`src/rtl/pc_patch_pkg.sv`:
```
// Package: shared constants and types for the PC patch unit.
// Assumes exactly two correction slots and a byte-wide register port.
package pc_patch_pkg;
    localparam int SLOTS    = 2;
    localparam int NUM_REGS = 2 * SLOTS + 1;

    // Decoded register index; slot registers first, control last.
    typedef enum logic [2:0] {
        IDX_S1_HI = 3'd0,
        IDX_S1_LO = 3'd1,
        IDX_S2_HI = 3'd2,
        IDX_S2_LO = 3'd3,
        IDX_CTRL  = 3'd4,
        IDX_NONE  = 3'd7
    } reg_idx_e;

    // Stored control bits; the upper byte bits are not kept.
    typedef struct packed {
        logic       rom_sel;
        logic [1:0] slot_en;
    } ctrl_t;
endpackage

```
`src/rtl/patch_regs.sv`:
```
// Module: patch_regs
// Holds the match addresses and the control bits, and serves the byte port.
// Assumes ADDR_W == 2*DATA_W so that each match address is a high/low byte pair.
module patch_regs
    import pc_patch_pkg::*;
#(
    parameter int              ADDR_W   = 16,
    parameter int              DATA_W   = 8,
    parameter logic [ADDR_W-1:0] REG_BASE = 16'h0FF8
) (
    input  logic                         clk,
    input  logic                         rst_n,
    input  logic                         reg_sel,
    input  logic                         reg_we,
    input  logic [ADDR_W-1:0]            reg_addr,
    input  logic [DATA_W-1:0]            reg_wdata,
    output logic [DATA_W-1:0]            reg_rdata,
    output logic [SLOTS-1:0][ADDR_W-1:0] match_addr,
    output ctrl_t                        ctrl
);
    localparam int CTRL_W = $bits(ctrl_t);

    logic [ADDR_W-1:0]            offset;
    reg_idx_e                     idx;
    logic [SLOTS-1:0][DATA_W-1:0] hi_q;
    logic [SLOTS-1:0][DATA_W-1:0] lo_q;
    ctrl_t                        ctrl_q;
    logic                         wr_en;

    // Decode the bus address into a register index.
    always_comb begin
        offset = reg_addr - REG_BASE;
        if (reg_addr >= REG_BASE && offset < ADDR_W'(NUM_REGS))
            idx = reg_idx_e'(offset[2:0]);
        else
            idx = IDX_NONE;
    end

    assign wr_en = reg_sel && reg_we && (idx != IDX_NONE);

    // Register update on writes; cleared by reset.
    always_ff @(posedge clk) begin
        if (!rst_n) begin
            hi_q   <= '0;
            lo_q   <= '0;
            ctrl_q <= '0;
        end else if (wr_en) begin
            if (idx == IDX_CTRL)
                ctrl_q <= ctrl_t'(reg_wdata[CTRL_W-1:0]);
            else if (offset[0] == 1'b0)
                hi_q[offset[1]] <= reg_wdata;
            else
                lo_q[offset[1]] <= reg_wdata;
        end
    end

    // Read multiplexer; unmapped or unselected reads give zero.
    always_comb begin
        reg_rdata = '0;
        if (reg_sel) begin
            case (idx)
                IDX_S1_HI: reg_rdata = hi_q[0];
                IDX_S1_LO: reg_rdata = lo_q[0];
                IDX_S2_HI: reg_rdata = hi_q[1];
                IDX_S2_LO: reg_rdata = lo_q[1];
                IDX_CTRL:  reg_rdata = DATA_W'(ctrl_q);
                default:   reg_rdata = '0;
            endcase
        end
    end

    // Assemble full match addresses per slot.
    for (genvar s = 0; s < SLOTS; s++) begin : g_addr
        assign match_addr[s] = {hi_q[s], lo_q[s]};
    end
    assign ctrl = ctrl_q;

    // control holds its value unless written.
    p_ctrl_hold_r2: assert property (@(posedge clk) disable iff (!rst_n)
        !(reg_sel && reg_we && reg_addr == REG_BASE + ADDR_W'(4)) |=> $stable(ctrl_q));
    // upper control bits read back as zero.
    p_ctrl_upper_zero_r3: assert property (@(posedge clk) disable iff (!rst_n)
        (reg_sel && idx == IDX_CTRL) |-> reg_rdata[DATA_W-1:CTRL_W] == '0);
    // out-of-map reads return zero.
    p_unmapped_read_r10: assert property (@(posedge clk) disable iff (!rst_n)
        (reg_addr < REG_BASE || reg_addr > REG_BASE + ADDR_W'(NUM_REGS - 1)) |-> reg_rdata == '0);
    // writes outside the map leave the slot 1 address unchanged.
    p_unmapped_write_r10: assert property (@(posedge clk) disable iff (!rst_n)
        (reg_addr < REG_BASE || reg_addr > REG_BASE + ADDR_W'(NUM_REGS - 1)) |=> $stable(match_addr[0]));
endmodule

```
`src/rtl/patch_match.sv`:
```
// Module: patch_match
// Compares one slot's match address with the fetch PC during opcode fetches.
// Assumes the fetch strobe is high only for opcode fetches.
module patch_match #(
    parameter int ADDR_W = 16
) (
    input  logic              clk,
    input  logic              rst_n,
    input  logic              fetch_op,
    input  logic              slot_en,
    input  logic [ADDR_W-1:0] fetch_pc,
    input  logic [ADDR_W-1:0] match_addr,
    output logic              hit
);
    // Qualified equality compare.
    always_comb hit = fetch_op && slot_en && (fetch_pc == match_addr);

    // no slot hit without an opcode fetch.
    p_hit_needs_fetch_r6: assert property (@(posedge clk) disable iff (!rst_n)
        hit |-> fetch_op);
    // a disabled slot never reports a hit.
    p_disabled_silent_r7: assert property (@(posedge clk) disable iff (!rst_n)
        !slot_en |-> !hit);
endmodule

```
`src/rtl/patch_redirect.sv`:
```
// Module: patch_redirect
// Picks the winning slot (lowest index first) and forms the fetch address.
// Assumes vectors are evenly spaced by VEC_STRIDE from the selected page base.
module patch_redirect
    import pc_patch_pkg::*;
#(
    parameter int                ADDR_W     = 16,
    parameter logic [ADDR_W-1:0] RAM_VEC    = 16'h0100,
    parameter logic [ADDR_W-1:0] ROM_VEC    = 16'hF100,
    parameter logic [ADDR_W-1:0] VEC_STRIDE = 16'h0020
) (
    input  logic              clk,
    input  logic              rst_n,
    input  logic [ADDR_W-1:0] fetch_pc,
    input  logic [SLOTS-1:0]  slot_hit,
    input  logic              rom_sel,
    output logic [ADDR_W-1:0] fetch_addr,
    output logic              patch_hit,
    output logic [$clog2(SLOTS+1)-1:0] patch_slot
);
    localparam int SLOT_IW = (SLOTS > 1) ? $clog2(SLOTS) : 1;
    localparam int SLOT_OW = $clog2(SLOTS + 1);

    logic [SLOT_IW-1:0] win;
    logic               any;
    logic [ADDR_W-1:0]  base;

    // Priority select: the lowest numbered hitting slot wins.
    always_comb begin
        win = '0;
        any = 1'b0;
        for (int s = SLOTS - 1; s >= 0; s--) begin
            if (slot_hit[s]) begin
                win = SLOT_IW'(s);
                any = 1'b1;
            end
        end
    end

    // Vector formation and pass-through.
    always_comb begin
        base       = rom_sel ? ROM_VEC : RAM_VEC;
        patch_hit  = any;
        patch_slot = any ? SLOT_OW'(win) + SLOT_OW'(1) : '0;
        fetch_addr = any ? base + ADDR_W'(win) * VEC_STRIDE : fetch_pc;
    end

    // slot 1 wins when both slots hit.
    p_priority_r8: assert property (@(posedge clk) disable iff (!rst_n)
        (slot_hit[0] && slot_hit[1]) |-> patch_slot == SLOT_OW'(1));
    // no slot hit means the PC passes through.
    p_passthru_r6: assert property (@(posedge clk) disable iff (!rst_n)
        (slot_hit == '0) |-> (fetch_addr == fetch_pc && !patch_hit));
    // the slot code is non-zero exactly when a hit is flagged.
    p_slot_code_r9: assert property (@(posedge clk) disable iff (!rst_n)
        patch_hit == (patch_slot != '0));
endmodule

```
`src/rtl/pc_patch_unit.sv`:
```
// Module: pc_patch_unit (top)
// Redirects opcode fetches that hit a programmed address to a fixed patch vector.
// Assumes the CPU presents the opcode PC and a strobe in the same cycle it
// uses fetch_addr, and that the redirect is consumed combinationally.
module pc_patch_unit
    import pc_patch_pkg::*;
#(
    parameter int                ADDR_W     = 16,
    parameter int                DATA_W     = 8,
    parameter logic [ADDR_W-1:0] REG_BASE   = 16'h0FF8,
    parameter logic [ADDR_W-1:0] RAM_VEC    = 16'h0100,
    parameter logic [ADDR_W-1:0] ROM_VEC    = 16'hF100,
    parameter logic [ADDR_W-1:0] VEC_STRIDE = 16'h0020
) (
    input  logic              clk,
    input  logic              rst_n,
    input  logic              reg_sel,
    input  logic              reg_we,
    input  logic [ADDR_W-1:0] reg_addr,
    input  logic [DATA_W-1:0] reg_wdata,
    output logic [DATA_W-1:0] reg_rdata,
    input  logic              fetch_op,
    input  logic [ADDR_W-1:0] fetch_pc,
    output logic [ADDR_W-1:0] fetch_addr,
    output logic              patch_hit,
    output logic [1:0]        patch_slot
);
    logic [SLOTS-1:0][ADDR_W-1:0] match_addr;
    ctrl_t                        ctrl;
    logic [SLOTS-1:0]             slot_hit;

    patch_regs #(
        .ADDR_W  (ADDR_W),
        .DATA_W  (DATA_W),
        .REG_BASE(REG_BASE)
    ) i_regs (
        .clk       (clk),
        .rst_n     (rst_n),
        .reg_sel   (reg_sel),
        .reg_we    (reg_we),
        .reg_addr  (reg_addr),
        .reg_wdata (reg_wdata),
        .reg_rdata (reg_rdata),
        .match_addr(match_addr),
        .ctrl      (ctrl)
    );

    // One comparator per slot.
    for (genvar s = 0; s < SLOTS; s++) begin : g_slot
        patch_match #(.ADDR_W(ADDR_W)) i_match (
            .clk       (clk),
            .rst_n     (rst_n),
            .fetch_op  (fetch_op),
            .slot_en   (ctrl.slot_en[s]),
            .fetch_pc  (fetch_pc),
            .match_addr(match_addr[s]),
            .hit       (slot_hit[s])
        );
    end

    patch_redirect #(
        .ADDR_W    (ADDR_W),
        .RAM_VEC   (RAM_VEC),
        .ROM_VEC   (ROM_VEC),
        .VEC_STRIDE(VEC_STRIDE)
    ) i_redirect (
        .clk       (clk),
        .rst_n     (rst_n),
        .fetch_pc  (fetch_pc),
        .slot_hit  (slot_hit),
        .rom_sel   (ctrl.rom_sel),
        .fetch_addr(fetch_addr),
        .patch_hit (patch_hit),
        .patch_slot(patch_slot)
    );

    // a non-opcode access is never redirected.
    p_no_redirect_data_r6: assert property (@(posedge clk) disable iff (!rst_n)
        !fetch_op |-> (fetch_addr == fetch_pc && patch_slot == 2'd0));
endmodule

```
`config.mk`:
```
export PLATFORM = sky130hd
export DESIGN_NAME = pc_patch_unit
export DESIGN_NICKNAME = d
export VERILOG_FILES = /design/src/rtl/pc_patch_pkg.sv /design/src/rtl/patch_regs.sv /design/src/rtl/patch_match.sv /design/src/rtl/patch_redirect.sv /design/src/rtl/pc_patch_unit.sv
export SDC_FILE = /design/constraint.sdc
export NUM_CORES = 1
export LEC_CHECK = 0
export BUFFER_PORTS_ARGS = -buffer_cell sky130_fd_sc_hd__buf_2
export CORE_MARGIN = 1
export CORE_UTILIZATION = 28
export CTS_BUF_LIST = sky130_fd_sc_hd__clkbuf_8
export CTS_CLUSTER_DIAMETER = 100
export DETAILED_ROUTE_END_ITERATION = 10
export GPL_TIMING_DRIVEN = 0
export SYNTH_ARGS = -nofsm -noshare
export SYNTH_HDL_FRONTEND = slang
export SYNTH_SLANG_ARGS = --single-unit
export TNS_END_PERCENT = 20
```
`constraint.sdc`:
```
create_clock -name clk -period 7.1 [get_ports clk]
set_input_delay 1.42 -clock clk [delete_from_list [all_inputs] [get_ports clk]]
set_output_delay 1.42 -clock clk [all_outputs]
set_load 0.05 [all_outputs]
```
# Yosys cells after proc, flatten, opt, wreduce, memory -nomap -nowiden

Index checks and enable logic that the tools add are counted.

Add/sub/neg operators: 3
Order comparisons: 4
Equality and inequality tests: 7
Mux-type cells: 13
Bitwise gates (word level): 2
Reduce and logical (&&, ||, !) cells: 12

Operators by type and width:

| kind                     | count |
|---|---|
| $pmux W8 S5              | 1 |
| $bwmux W16               | 2 |
| $eq A16 B16 Y1           | 2 |
| $mux W16                 | 2 |
| $add A16 B6 Y16          | 1 |
| $ge A16 B12 Y1 const B   | 1 |
| $lt A16 B3 Y1 const B    | 1 |
| $mux W8                  | 2 |
| $sub A16 B12 Y16 const B | 1 |
| $demux W8 S1             | 1 |
| $logic_and A1 B1 Y1      | 8 |
| $eq A3 B2 Y1 const B     | 2 |
| $reduce_and A3 Y1        | 2 |
| $eq A3 B1 Y1 const B     | 1 |
| $eq A3 B3 Y1 const B     | 1 |
| $logic_not A3 Y1         | 1 |
| $mux W1                  | 3 |
| $mux W3                  | 1 |
| $ne A3 B3 Y1 const B     | 1 |
| $add A1 B1 Y2 const B    | 1 |
| $lt A1 B2 Y1 const B     | 1 |
| $mux W2                  | 1 |
| $not A1 Y1               | 2 |
| $reduce_and A2 Y1        | 1 |
| $ge A1 B1 Y1 const B     | 1 |

Bits in registers: 35
Word-level logic and storage cells: 47

# Depth between registers and ports, before layout

Depth after elaboration: 7
Depth in mapped cells: 7

# By module

From an unflattened synthesis, not the netlist that was laid out.

Cell total of the unflattened synthesis: 273
Area total of the unflattened synthesis: 2601.2 µm²

By module, submodules not included:

| module         | times used | cells an instance | area each (µm²) | seq. area each (µm²) |
|---|---|---|---|---|
| patch_regs     | 1          | 206               | 2050.7          | 700.7 |
| patch_match    | 2          | 22                | 183.9           | 0.0 |
| patch_redirect | 1          | 23                | 182.7           | 0.0 |

# Worst setup path before layout

OpenSTA, ideal clock, no wires.

Path kind: input to output
From: input fetch_pc[13]
To: output patch_hit
Arrival: 4.066 ns
Data required time: 5.680 ns
Slack: 1.614 ns
Cell stages on the path: 7
Path buffers: 1
Cell sequence: xor2_1 nor4_1 nand4_1 nor3_1 nor2_1 clkbuf_1 inv_1

Longest elaborated chain between the ends: 4
Elaborated cells on any way between the ends: 6
Those cells by class: 2 x eq/ne; 2 x mux; 2 x reduce/logical

Ends and longest elaborated chain:

| item                | RTL line             | RTL |
|---|---|---|
| start, declared     | pc_patch_unit.sv:23  | `input logic [ADDR_W-1:0] fetch_pc,` |
| $eq A16 B16 Y1      | patch_match.sv:16    | `always_comb hit = fetch_op && slot_en && (fetch_pc == match_addr);` |
| $logic_and A1 B1 Y1 | patch_match.sv:16    |  |
| $mux W1             | patch_redirect.sv:33 | `if (slot_hit[s]) begin` |
| $mux W1 (*)         | patch_redirect.sv:33 |  |
| end, declared       | pc_patch_unit.sv:25  | `output logic patch_hit,` |

Every way passes the cells marked *; elsewhere a longest branch is shown, timed or not.

# Worst setup path in the final report

From: input fetch_pc[13]
To: output fetch_addr[11]

Longest elaborated chain between the ends: 6
Elaborated cells on any way between the ends: 9
Those cells by class: 1 x add/sub; 2 x eq/ne; 4 x mux; 2 x reduce/logical

Ends and longest elaborated chain:

| item                  | RTL line             | RTL |
|---|---|---|
| $eq A16 B16 Y1        | patch_match.sv:16    |  |
| $logic_and A1 B1 Y1   | patch_match.sv:16    |  |
| $mux W1 (2 in series) | patch_redirect.sv:33 |  |
| $add A16 B6 Y16       | patch_redirect.sv:45 | `fetch_addr = any ? base + ADDR_W'(win) * VEC_STRIDE : fetch_pc;` |
| $mux W16 (*)          | patch_redirect.sv:45 |  |
| end, declared         | pc_patch_unit.sv:24  | `output logic [ADDR_W-1:0] fetch_addr,` |

Marked as above.

==> flow_summary.yaml <==
job:
  drv_cap: 0
drt:
  drc: 0
  dr.pass1.iters: 6
  dr_total_vias: 2158
  wl_per_cell_um: 16.75
  routed_wl_um: 7251
  drtIter0Drc: 84
  via_per_inst: 4.984
  ant_nets: 0
floorplanning:
  placementRows: 32
  die-area_um2: 8730
  initial_core_util_pct: 29.68
  die_x_um: 93.44
  ios: 72
  core_area_um2: 7888
  die_y_um: 93.44
clock_network:
  cts_tree: "built"
  cts_root_buf: "clkbuf_8"
  cts_buffers: 5
  postCtsSetupRepairBufs: 0
  clk_pin_slew_ns: 0.07
  cts_hold_buf: 0
  htree_levels: 2
  post_cts_resize_count: 0
  cts_sinks: 35
  clk_path_buf_depth: 2
  insertion_delay_ns: 0.29
global_routing:
  grt_pass1_wl_um: 10790
  first_global_vias: 2106
  grt_max_degree: 12
  grt_antenna_before_repair: 0
  globalRouteOverflowTotal: 0
  grt_usage_pct: 16.87
setup_path:
  end_kind: "output pin"
  slowest_stage: "nor3_1"
  crit_chain: "buf_2, xor2_1, nor4_1, nand4_1, nor3_1, nor2_1, clkbuf_1, and2_2, buf_2"
  arrival_ns: 3.92
  critical_path.max_stage_delay_ns: 0.53
  cp_max_fo: 10
  cp.required_ns: 5.68
  rrSetupSlack_ns: 6.36
  critPathKind: "in -> out"
  cp-start-kind: "input port"
  path_common_cell: "buf_2"
yosys:
  ys_types: 37
  yosys_warnings: 0
  syn_inst: 254
  ys_seq_area_share_pct: 29.93
  avgSynthCellArea_um2: 9.217
  ys_ff_latch: 35
  syn_area_um2: 2341
  syn-num-nets: 300
sta:
  rsz0062_at_grt: "false"
  finalCriticalPeriod_ns: 5.335
  hold_viol: 0
  period_share_pct: 75.14
  slew_headroom_pct: 53.73
  worst_slack_ns: 1.765
  setup_viol: 0
  maxSlewViolCount: 0
  tns_ns: 0
  max_freq_mhz: 187.4
  worstMarginPinSlew_ns: 0.6940
  clock_skew_ns: 0
worst_hold_path:
  hp-class: "reg -> reg"
layout:
  final_nets: 376
  drive_above_1_share_pct: 32.02
  final_cell_mix: "69 x buf_2, 51 x nand2_1, 36 x mux2i_1"
  syn2layout_area_growth_pct: 25.23
  n_antenna_cell: 0
  final_common_cell: "buf_2"
place:
  dp_hpwl_um: 5495
  gp_congestion: 0.8107
  port_buffers: 69
  preCtsSetupSlack_ns: 1.789
power:
  power_leakage_nw: 1.448
  powerDensity_nw_per_um2: 159.6
  vdd_drop_max_mv: 0.07179
outcome:
  status: "completed"
==> area by class of cell <==
class	instances	area, µm²
Buffer	9	33.78
Clock buffer	6	82.58
Clock inverter	2	35.03
Fill cell	837	4956
Inverter	3	11.26
Multi-Input combinational cell	207	1595
Sequential cell	35	700.7
Tap cell	102	127.6
Timing Repair Buffer	69	345.3
==> per-stage QoR <==
| stage | cell area (µm²) | total power [W] | utilization (%) | cells | hold WS [ns] |
|---|---|---|---|---|---|
| 2_1_floorplan | 2341 | 0.0002484 | - | 254 | 0.4526 |
| 3_3_place_gp | 2814 | 0.0002808 | 35.68 | 425 | 0.4693 |
| 3_5_place_dp | 2814 | 0.0002817 | 35.68 | 425 | 0.4781 |
| 4_1_cts | 2932 | 0.0004698 | 37.17 | 433 | 0.4923 |
| 5_1_grt | 2932 | 0.0004820 | 37.17 | 433 | 0.5123 |
| 6_report | 2932 | 0.0004679 | 37.17 | 433 | 0.4915 |
==> flip-flops by register name, summed over array words and instances, names as in the netlist <==
| name | cells |
|---|---|
| i_regs.ctrl | 3 |
| i_regs.match_addr | 32 |
==> power by group <==
part | total (W) | switching (W) | internal, W
Clock | 0.000191 | 0.0000772 | 0.000114
Combinational | 0.0000809 | 0.0000535 | 0.0000273
Sequential | 0.000196 | 0.00000000109 | 0.000196
==> layer usage <==
layer  GRT usage, %  vias up  share of wire [%]
li1               -     1060                  -
met1          19.61     1032                 44
met2          31.37       60                 50
met3          3.333        6                4.9
met4          4.231        0               0.97
met5              0        -                  0
==> final timing paths <==
check	startpoint	end	cells after the start
setup / recovery	fetch_pc[13]	fetch_addr[11]	9
hold / removal	i_regs.match_addr[13]$_SDFFE_PN0P_	i_regs.match_addr[13]$_SDFFE_PN0P_	2
hold reg to reg	i_regs.match_addr[13]$_SDFFE_PN0P_	i_regs.match_addr[13]$_SDFFE_PN0P_	2
setup reg to reg	i_regs.ctrl[2]$_SDFFE_PN0P_	i_regs.ctrl[2]$_SDFFE_PN0P_	2
==> cells in the mapped netlist, drive strengths merged <==
library cell,instances,area [µm²]
nand2,51,191.4
mux2i,36,360.4
dfxtp,35,700.7
xor2,24,210.2
and2,10,75.07
xnor2,10,87.58
clkbuf,9,33.78
nor2,9,33.78
mux4,8,183.9
nand4,7,58.81
nand3,6,45.04
nor3,6,41.29
nor4,6,37.54
nor3b,5,37.54
mux2,4,45.04
a22oi,3,22.52
inv,3,11.26
o21ai,3,15.01
a21oi,2,10.01
and3,2,12.51
and4,2,17.52
nor4b,2,17.52
a31o,1,8.760
a31oi,1,6.260
a32oi,1,8.760
and2b,1,8.760
ha,1,12.51
nor2b,1,6.260
o2111ai,1,8.760
o22a,1,8.760
o31a,1,8.760
or3,1,7.510
or4,1,7.510
==> logic make-up after synthesis <==
family | after synthesis | synth area share [%]
mux | 48 | 25.17
xor+xnor | 34 | 12.72
fa+ha+maj | 1 | 0.5344
buf+inv | 12 | 1.924
compound gates | 14 | 4.169
simple gates | 110 | 25.55
flops | 35 | 29.93
==> worst max-delay path: cells and delay by family <==
family	cells	cell delay, ns
xor+xnor	1	0.15
simple gates	5	1.63
buf+inv	3	0.70
(Power assumes the default switching activity.)
